[config.mk]
export PLATFORM = sky130hd
export DESIGN_NAME = trap_sequencer
export DESIGN_NICKNAME = d
export VERILOG_FILES = /design/src/rtl/trap_pkg.sv /design/src/rtl/trap_arbiter.sv /design/src/rtl/saved_bank.sv /design/src/rtl/trap_sequencer.sv
export SDC_FILE = /design/constraint.sdc
export NUM_CORES = 1
export LEC_CHECK = 0
export BUFFER_PORTS_ARGS = -buffer_cell sky130_fd_sc_hd__buf_2
export CORE_ASPECT_RATIO = 0.9
export CORE_UTILIZATION = 30
export DETAILED_ROUTE_END_ITERATION = 10
export PLACE_DENSITY_LB_ADDON = 0.2
export SYNTH_ARGS = -nofsm -noshare
export SYNTH_HDL_FRONTEND = slang
export SYNTH_SLANG_ARGS = --single-unit
[constraint.sdc]
create_clock -name clk -period 5.9 [get_ports clk]
set_input_delay 0.295 -clock clk [delete_from_list [all_inputs] [get_ports clk]]
set_output_delay 0.295 -clock clk [all_outputs]
set_load 0.01 [all_outputs]
[src/rtl/trap_pkg.sv]
package trap_pkg;
  localparam int SW     = 32;
  localparam int MODE_W = 5;
  localparam int NSLOT  = 8;
  localparam int NBANK  = 5;
  localparam int BIW    = $clog2(NBANK);
  localparam int NPRIO  = 7;

  localparam int BIT_J = 24;
  localparam int BIT_I = 7;
  localparam int BIT_F = 6;
  localparam int BIT_T = 5;

  typedef enum logic [MODE_W-1:0] {
    M_USR = 5'h10, M_FIQ = 5'h11, M_IRQ = 5'h12, M_SVC = 5'h13,
    M_ABT = 5'h17, M_UND = 5'h1B, M_SYS = 5'h1F
  } mode_e;

  // value equals the vector slot number
  typedef enum logic [2:0] {
    X_RST, X_UND, X_SWI, X_PABT, X_DABT, X_RSVD, X_IRQ, X_FIQ
  } slot_e;

  // highest priority first
  localparam slot_e PRIO [0:NPRIO-1] =
    '{X_RST, X_DABT, X_FIQ, X_IRQ, X_PABT, X_UND, X_SWI};

  localparam logic [SW-1:0] RESET_WORD = {{(SW-8){1'b0}}, 8'hD3};

  function automatic logic [MODE_W-1:0] slot_mode(input slot_e s);
    case (s)
      X_UND:          return M_UND;
      X_PABT, X_DABT: return M_ABT;
      X_IRQ:          return M_IRQ;
      X_FIQ:          return M_FIQ;
      default:        return M_SVC;
    endcase
  endfunction

  // {has_slot, slot_index}
  function automatic logic [BIW:0] bank_of(input logic [MODE_W-1:0] m);
    case (m)
      M_FIQ:   return {1'b1, BIW'(0)};
      M_IRQ:   return {1'b1, BIW'(1)};
      M_SVC:   return {1'b1, BIW'(2)};
      M_ABT:   return {1'b1, BIW'(3)};
      M_UND:   return {1'b1, BIW'(4)};
      default: return '0;
    endcase
  endfunction

  function automatic logic [SW-1:0] vector_addr(input logic [SW-1:0] base,
                                                input slot_e s);
    return base + (SW'(s) << 2);
  endfunction

  function automatic logic [SW-1:0] entry_word(input logic [SW-1:0] old,
                                               input slot_e s);
    logic [SW-1:0] w;
    w = old;
    w[BIT_T] = 1'b0;
    w[BIT_J] = 1'b0;
    w[BIT_I] = 1'b1;
    if (s == X_FIQ || s == X_RST) w[BIT_F] = 1'b1;
    w[MODE_W-1:0] = slot_mode(s);
    return w;
  endfunction
endpackage

[src/rtl/trap_arbiter.sv]
module trap_arbiter
  import trap_pkg::*;
(
  input  logic [NSLOT-1:0] req,
  input  logic             i_mask,
  input  logic             f_mask,
  output logic             take,
  output slot_e            slot
);
  logic [NSLOT-1:0] eff;

  always_comb begin
    eff = req;
    eff[X_RSVD] = 1'b0;
    eff[X_IRQ]  = req[X_IRQ] & ~i_mask;
    eff[X_FIQ]  = req[X_FIQ] & ~f_mask;
    take = 1'b0;
    slot = X_RST;
    // scan lowest priority first so the highest one overwrites
    for (int p = NPRIO - 1; p >= 0; p--) begin
      if (eff[PRIO[p]]) begin
        take = 1'b1;
        slot = PRIO[p];
      end
    end
  end
endmodule

[src/rtl/saved_bank.sv]
module saved_bank
  import trap_pkg::*;
#(
  parameter int DEPTH = NBANK,
  parameter int W     = SW,
  localparam int IW   = $clog2(DEPTH)
) (
  input  logic          clk,
  input  logic          rst_n,
  input  logic          wr_en,
  input  logic [IW-1:0] wr_idx,
  input  logic [W-1:0]  wr_data,
  input  logic [IW-1:0] rd_idx,
  output logic [W-1:0]  rd_data
);
  logic [W-1:0] arr [DEPTH];

  for (genvar b = 0; b < DEPTH; b++) begin : g_slot
    logic [W-1:0] q;
    always_ff @(posedge clk or negedge rst_n) begin
      if (!rst_n) q <= '0;
      else if (wr_en && wr_idx == IW'(b)) q <= wr_data;
    end
    assign arr[b] = q;
  end

  always_comb begin
    rd_data = '0;
    for (int b = 0; b < DEPTH; b++)
      if (rd_idx == IW'(b)) rd_data = arr[b];
  end
endmodule

[src/rtl/trap_sequencer.sv]
module trap_sequencer
  import trap_pkg::*;
#(
  parameter int            RET_OFS   = 4,
  parameter logic [31:0]   LOW_BASE  = 32'h0000_0000,
  parameter logic [31:0]   HIGH_BASE = 32'hFFFF_0000
) (
  input  logic        clk,
  input  logic        rst_n,
  input  logic        req_rst,
  input  logic        req_und,
  input  logic        req_swi,
  input  logic        req_pabt,
  input  logic        req_dabt,
  input  logic        req_irq,
  input  logic        req_fiq,
  input  logic        ret_req,
  input  logic        high_vec,
  input  logic [31:0] cur_pc,
  input  logic [31:0] lr_in,
  input  logic        stat_wr,
  input  logic [31:0] stat_wdata,
  input  logic        saved_wr,
  input  logic [31:0] saved_wdata,
  output logic [31:0] stat_word,
  output logic [31:0] saved_word,
  output logic        redirect,
  output logic [31:0] redirect_pc,
  output logic        lr_wr,
  output logic [31:0] lr_data,
  output logic [4:0]  lr_mode
  ,output logic       ret_err
);
  logic [NSLOT-1:0] req_vec;
  logic             take;
  slot_e            win;
  logic [SW-1:0]    stat_q, stat_d;
  logic [BIW:0]     cur_bank, tgt_bank;
  logic [MODE_W-1:0] tgt_mode;
  logic [SW-1:0]    bank_rd, bank_wd;
  logic [BIW-1:0]   bank_widx;
  logic             bank_we;
  logic [SW-1:0]    vec_base;

  // internal events, named for the checker
  logic do_entry, do_ret, ret_ok, ret_bad, do_swr, do_cwr;

  assign req_vec = {req_fiq, req_irq, 1'b0, req_dabt, req_pabt,
                    req_swi, req_und, req_rst};

  trap_arbiter u_arb (
    .req    (req_vec),
    .i_mask (stat_q[BIT_I]),
    .f_mask (stat_q[BIT_F]),
    .take   (take),
    .slot   (win)
  );

  assign cur_bank = bank_of(stat_q[MODE_W-1:0]);
  assign tgt_mode = slot_mode(win);
  assign tgt_bank = bank_of(tgt_mode);

  assign do_entry = take;
  assign do_ret   = ret_req && !take;
  assign ret_ok   = do_ret && cur_bank[BIW];
  assign ret_bad  = do_ret && !cur_bank[BIW];
  assign do_swr   = saved_wr && !take && !do_ret && cur_bank[BIW];
  assign do_cwr   = stat_wr && !take && !do_ret;

  assign bank_we   = do_entry || do_swr;
  assign bank_widx = do_entry ? tgt_bank[BIW-1:0] : cur_bank[BIW-1:0];
  assign bank_wd   = do_entry ? stat_q : saved_wdata;

  saved_bank #(.DEPTH(NBANK), .W(SW)) u_bank (
    .clk     (clk),
    .rst_n   (rst_n),
    .wr_en   (bank_we),
    .wr_idx  (bank_widx),
    .wr_data (bank_wd),
    .rd_idx  (cur_bank[BIW-1:0]),
    .rd_data (bank_rd)
  );

  always_comb begin
    stat_d = stat_q;
    if (do_entry)    stat_d = entry_word(stat_q, win);
    else if (ret_ok) stat_d = bank_rd;
    else if (do_cwr) stat_d = stat_wdata;
  end

  assign vec_base = high_vec ? HIGH_BASE : LOW_BASE;

  always_ff @(posedge clk or negedge rst_n) begin
    if (!rst_n) begin
      stat_q      <= RESET_WORD;
      redirect    <= 1'b0;
      redirect_pc <= '0;
      lr_wr       <= 1'b0;
      lr_data     <= '0;
      lr_mode     <= '0;
      ret_err     <= 1'b0;
    end else begin
      stat_q   <= stat_d;
      redirect <= do_entry || ret_ok;
      lr_wr    <= do_entry;
      ret_err  <= ret_bad;
      if (do_entry) begin
        redirect_pc <= vector_addr(vec_base, win);
        lr_data     <= cur_pc + SW'(RET_OFS);
        lr_mode     <= tgt_mode;
      end else if (ret_ok) begin
        redirect_pc <= lr_in;
      end
    end
  end

  assign stat_word  = stat_q;
  assign saved_word = cur_bank[BIW] ? bank_rd : '0;
endmodule

[After elaboration in Yosys (flattened, before gate mapping)]
Index checks and enable logic that the tools add are counted.
Word-level totals
  register bits: 264
  input bits: 141
  output and inout port bits: 136
  logic and storage cells: 105
Operators by class
  $add $sub $neg: 2
  equal/unequal tests: 24
  muxes and demuxes: 32
  bitwise operators: 5
  reductions and logical operators: 28
Operators by type and width (count)
  32-bit 2-to-1 mux: 12
  5-bit equality test (second input constant): 10
  32-bit by 3-bit adder with 32-bit output (second input constant): 1
  32-bit by 5-bit adder with 32-bit output: 1
  25-bit 2-to-1 mux: 1
  4-bit one-hot mux with 5 select lines: 1
  4-bit one-hot mux with 4 select lines: 1
  3-bit by 2-bit equality test with 1-bit output (second input constant): 5
  3-bit equality test (second input constant): 5
  3-bit 2-to-1 mux: 5
  3-bit one-hot mux with 5 select lines: 1
  1-bit logical AND: 13
  3-bit by 1-bit equality test with 1-bit output (second input constant): 3
  3-bit logical NOT: 3
  1-bit 2-to-1 mux: 8
  2-bit 2-to-1 mux: 3
  2-bit AND reduction: 2
  2-bit nonzero test: 2
  1-bit logical NOT: 3
  1-bit logical OR: 3
  1-bit inverter: 3
  3-bit nonzero test: 1
  1-bit bitwise AND: 2
  2-bit by 1-bit != test with 1-bit output (second input constant): 1
  2-bit OR reduction: 1

[Longest topological paths before layout]
  word-level depth: 15
  mapped depth: 13
  depth with buffers taken out: 10

[By module]
From an unflattened synthesis, not the netlist that was laid out.
Unflattened totals
  cells, all modules: 1141
  area, all modules: 13152.6 µm²
By module, submodules not included
  saved_bank: instances 1, cells each 529, area an instance 7236.9 µm², sequential area each 4003.8 µm²
  trap_sequencer: instances 1, cells each 599, area an instance 5836.8 µm², sequential area each 2608.8 µm²
  trap_arbiter: instances 1, cells each 13, area an instance 78.8 µm², sequential area each 0.0 µm²

[Worst setup path before layout]
No wires, ideal clock.
  kind: register -> register
  from: reg stat_q[6] (netlist: stat_word[6])
  to: reg u_bank.g_slot[0].q[10]
  setup time: 0.077 ns
  arrival time: 2.704 ns
  data required time: 5.823 ns
  setup slack: 3.119 ns
  cell stages (with the launch flop): 13
  buffers on the path: 2
  clock period less this slack: 2.781 ns
  path through: dfstp_2 > nand2b_1 > nand2_1 > nor2_1 > nand3_1 > ha_1 > clkbuf_1 > a41oi_1 > nor3b_1 > a2bb2oi_2 > buf_2 > nor2_1 > a21oi_1
On the way
  cells in the longest elaborated chain, start to end: 13
  elaborated cells between the ends (all ways): 32
  those cells by class: 10 x eq/ne; 10 x mux; 2 x bitwise; 10 x reduce/logical
Ends and longest elaborated chain
  from (decl): RTL line trap_sequencer.sv:37  | logic [SW-1:0] stat_q, stat_d;
  from (signal assigned): RTL line trap_sequencer.sv:103  | stat_q <= stat_d;
  1-bit inverter *: RTL line trap_arbiter.sv:16  | eff[X_FIQ] = req[X_FIQ] & ~f_mask;
  1-bit bitwise AND *: RTL line trap_arbiter.sv:16
  3-bit 2-to-1 mux (3 in series): RTL line trap_arbiter.sv:21  | if (eff[PRIO[p]]) begin
  3-bit by 2-bit equality test with 1-bit output / 3-bit equality test (equally long branches): RTL line trap_pkg.sv:31  | case (s)
  2-bit OR reduction: RTL line trap_pkg.sv:31
  4-bit one-hot mux with 4 select lines: RTL line trap_pkg.sv:31
  5-bit equality test: RTL line trap_pkg.sv:42  | case (m)
  3-bit one-hot mux with 5 select lines: RTL line trap_pkg.sv:42
  3-bit 2-to-1 mux: RTL line trap_sequencer.sv:71  | assign bank_widx = do_entry ? tgt_bank[BIW-1:0] : cur_bank[BIW-1:0];
  3-bit logical NOT: RTL line saved_bank.sv:22  | else if (wr_en && wr_idx == IW'(b)) q <= wr_data;
  1-bit logical AND: RTL line saved_bank.sv:22
  to (signal assigned): RTL line saved_bank.sv:22
  to (decl): RTL line saved_bank.sv:19  | logic [W-1:0] q;
Mark *: on every way between the ends. The rest lies on a longest branch, timed or not.
A chain may end at the register's enable or synchronous reset.

[Worst setup path after layout]
  from: reg stat_q[0] (netlist: stat_word[0])
  to: out saved_word[4]
On the way
  cells in the longest elaborated chain, start to end: 9
  elaborated cells between the ends (all ways): 17
  those cells by class: 9 x eq/ne; 7 x mux; 1 x reduce/logical
Ends and longest elaborated chain
  5-bit equality test: RTL line trap_pkg.sv:42
  4-bit one-hot mux with 5 select lines *: RTL line trap_pkg.sv:42
  3-bit logical NOT: RTL line saved_bank.sv:30  | if (rd_idx == IW'(b)) rd_data = arr[b];
  32-bit 2-to-1 mux (5 in series): RTL line saved_bank.sv:30
  32-bit 2-to-1 mux *: RTL line trap_sequencer.sv:118  | assign saved_word = cur_bank[BIW] ? bank_rd : '0;
  to (decl): RTL line trap_sequencer.sv:26  | output logic [31:0] saved_word,
Marked as above.

==> out/metrics.cfg <==
[status]
outcome=completed

[min_path]
hold_start=stat_wdata[8]
hold_path_class=in -> reg
whs_path_depth=3
hold_end=stat_word[8]

[critical_path]
path_buf_inv=2
cp_top_family=simple AND/OR/NAND/NOR gates
setup.worst_path.start_class=flop
reg2reg_slack_ns=2.08
crit_required_ns=5.61
worst_ep_arrival_time_ns=3.94
reg2reg_depth=9
crit_slowest_cell=dfstp_2
reg2reg_from=stat_word[6]
worstPathMaxFanout=30
crit_chain=inv_1 -> o221ai_1 -> nand2_1 -> nor3b_1 -> buf_2
critPathKind=reg -> out
critical-path-max-stage-delay_ns=0.95
r2r_end=stat_word[6]
end_kind=output port

[finish]
fillers=4223
seqCellArea_sq_um=6613
nets=1829
syn2layout_area_growth_pct=27.19
drive_gt1_share_pct=23.30
multi_input_area_sq_um=5503
final_cell_area_sq_um=16080

[yosys]
synth_top_family_by_area=compound AO/OA/AOI/OAI gates
synth_compound_area_share_pct=20.44
synth.distinct_cells=72
synth_simple_gate_area_share_pct=17.06
synth_area_leader_cell=dfrtp_1
yosysMostFrequentCell=dfrtp_1
synth_seq_cells=264
yosysTopAreaCellShare_pct=51.25
ys_top_cells_by_area=dfrtp_1, a21oi_1, o21ai_0
syn_avg_cell_area_sq_um=8.994
syn-cell-area_sq_um=12650
synthXorXnorAreaFrac_pct=2.009
synthArstFlopShare_pct=100.0
seq_area_frac_synth_pct=52.29
synth.area.mux_share_pct=3.166
synthCells=1406
synth-edff-count=0
synth_warnings=0
synth_top_flop_cell=dfrtp_1
synth_common_cells=dfrtp_1, nand2_1, a21oi_1, nor2_1, o21ai_0
synth_fp_nets=1551
synth_fa_ha_area_share_pct=0.3958

[detailed_routing]
ant_nets=0
vias_per_cell=5.116
drc_errors=0
detail_route.wl_per_cell_um=20.08
vias=11520
drt_iter0_markers=878
wirelength_um=45210
dr.pass1.iters=6

[power_and_ir_drop]
cellLeakagePower_uw=0.007452
power.total_uw=5612
p_per_area_nw_per_um2=348.9
ir_worst_vdd_uv=185.5

[clock_network]
clock-sinks=264
post_cts_buffers=0
numCtsBuffers=31
cts.path.max_buffers=3
clock_latency_ns=0.58
cts_hold_buffers=47
clkSlewWorstSetupHoldPaths_ns=0.06
cts_tree=built
h-tree-depth=1
cts_root_buf=clkbuf_16
cts_resized=0

[grt]
grt_pass1_wl_um=68460
antenna_found_initial=1
grtUsageTotal_pct=20.71
gr-total-overflow=0
grt_max_degree=155
grt_pass1_vias=11170

[placed_design]
portBuffers=276
place_ws_ns=2.128
post_dp_cell_area_sq_um=14530
dp_hpwl_um=30350
gp_congestion=0.8856

[die]
initial_utilization_pct=30.79
core_sq_um=41080
rows=70
die_w_um=218.4
die_area_sq_um=42980
die_h_um=196.8
io_pins=277

[sta]
hold_violations=0
post-route-min-period_ns=4.238
fin_ws_ns=1.662
tightest_slew_ns=1.279
fmax_mhz=235.9
relSlewSlack_pct=14.54
slew_viol_final=0
tns_ns=0
period_share_pct=71.83
finalClockSkew_ns=0.02127
setup_viol=0
rsz0062_at_grt=false

[job]
max-cap-violations=0

[worst register-to-register path: stages, from the launching register on]
cell	delay, ns
dfstp_2	0.57
nand2b_1	0.28
and4_4	0.41
buf_4	0.66
inv_2	0.53
a21oi_2	0.23
buf_4	0.31
nand2_1	0.25
o21ai_0	0.15
mux2_2	0.36
[power breakdown]
part,switching (uW),total (uW),internal [uW]
sequential,219,2400,2180
clock,793,2020,1230
combinational,719,1190,469
total,1730,5610,3880
[worst max path at each step]
stage | from | endpoint | slack (ns) | cells after the start
after global placement | stat_word[6] | stat_word[6] | 2.17 | 9
after global routing | stat_word[0] | saved_word[4] | 1.49 | 5
after CTS | stat_word[0] | saved_word[7] | 1.73 | 5
after floorplan | stat_word[6] | u_bank.g_slot[0].q[10] | 3.12 | 12
final | stat_word[0] | saved_word[4] | 1.66 | 5
after detailed placement | stat_word[6] | stat_word[6] | 2.13 | 9
[kinds of logic (layout without fill, tap and decap cells)]
logic type | after synthesis | in the layout
compound gates | 444 | 444
xor+xnor | 29 | 29
fa+ha+maj | 4 | 4
buf+inv | 140 | 442
flops | 264 | 264
mux | 39 | 39
other cells | 0 | 3
simple gates | 486 | 486
[per-stage QoR]
| step | std cells | util [%] | hold slack, ns |
|---|---|---|---|
| 6_report | 2251 | 39.16 | 0.02804 |
| 5_1_grt | 2249 | 39.14 | 0.02840 |
| 4_1_cts | 2248 | 39.14 | 0.003137 |
| 3_5_place_dp | 2144 | 35.37 | 0.4370 |
| 3_3_place_gp | 2144 | 35.37 | 0.4307 |
| 2_1_floorplan | 1406 | - | -0.0005911 |
[layer usage]
| layer | global-route usage, % | vias to the layer above | part of all wire (%) | wire length, um |
|---|---|---|---|---|
| met1 | 29.91 | 5675 | 46 | 20800 |
| li1 | - | 5444 | - | - |
| met3 | 2.639 | 60 | 5.1 | 2318 |
| met4 | 4.766 | 0 | 2.0 | 886 |
| met2 | 32.82 | 338 | 47 | 21200 |
| met5 | 0 | - | 0 | 0 |
[sequential cells by signal, summed over array words and instances, names as in the netlist]
| register | cells |
|---|---|
| stat_word | 32 |
| lr_wr | 1 |
| lr_data | 32 |
| redirect | 1 |
| redirect_pc | 32 |
| lr_mode | 5 |
| u_bank.g_slot.q | 160 |
| ret_err | 1 |
[placed cells by master (no fill, tap or decap), types with 10 or more instances in the layout]
master,count
nor3_1,14
a21oi_1,178
a221o_1,17
xnor2_1,18
nor2_1,171
mux2i_1,31
buf_2,275
nand3_1,49
clkbuf_8,11
inv_1,34
o22ai_1,21
nand2_1,184
dlygate4sd3_1,47
buf_4,26
dfrtp_1,259
nand2b_1,10
a22oi_1,13
xor2_1,11
clkbuf_16,31
and3_1,10
o21a_1,10
o21ai_0,152
[layout make-up]
type,count,area share (%)
diodes,3,0.04667
multi-input cells,1002,34.21
flip-flops and latches,264,41.11
well taps,540,4.201
repair buffers,350,12.91
inverters,35,0.8168
clock buffers,47,5.881
clock inverters,10,0.8168
Power figures use the tool's default switching activity.
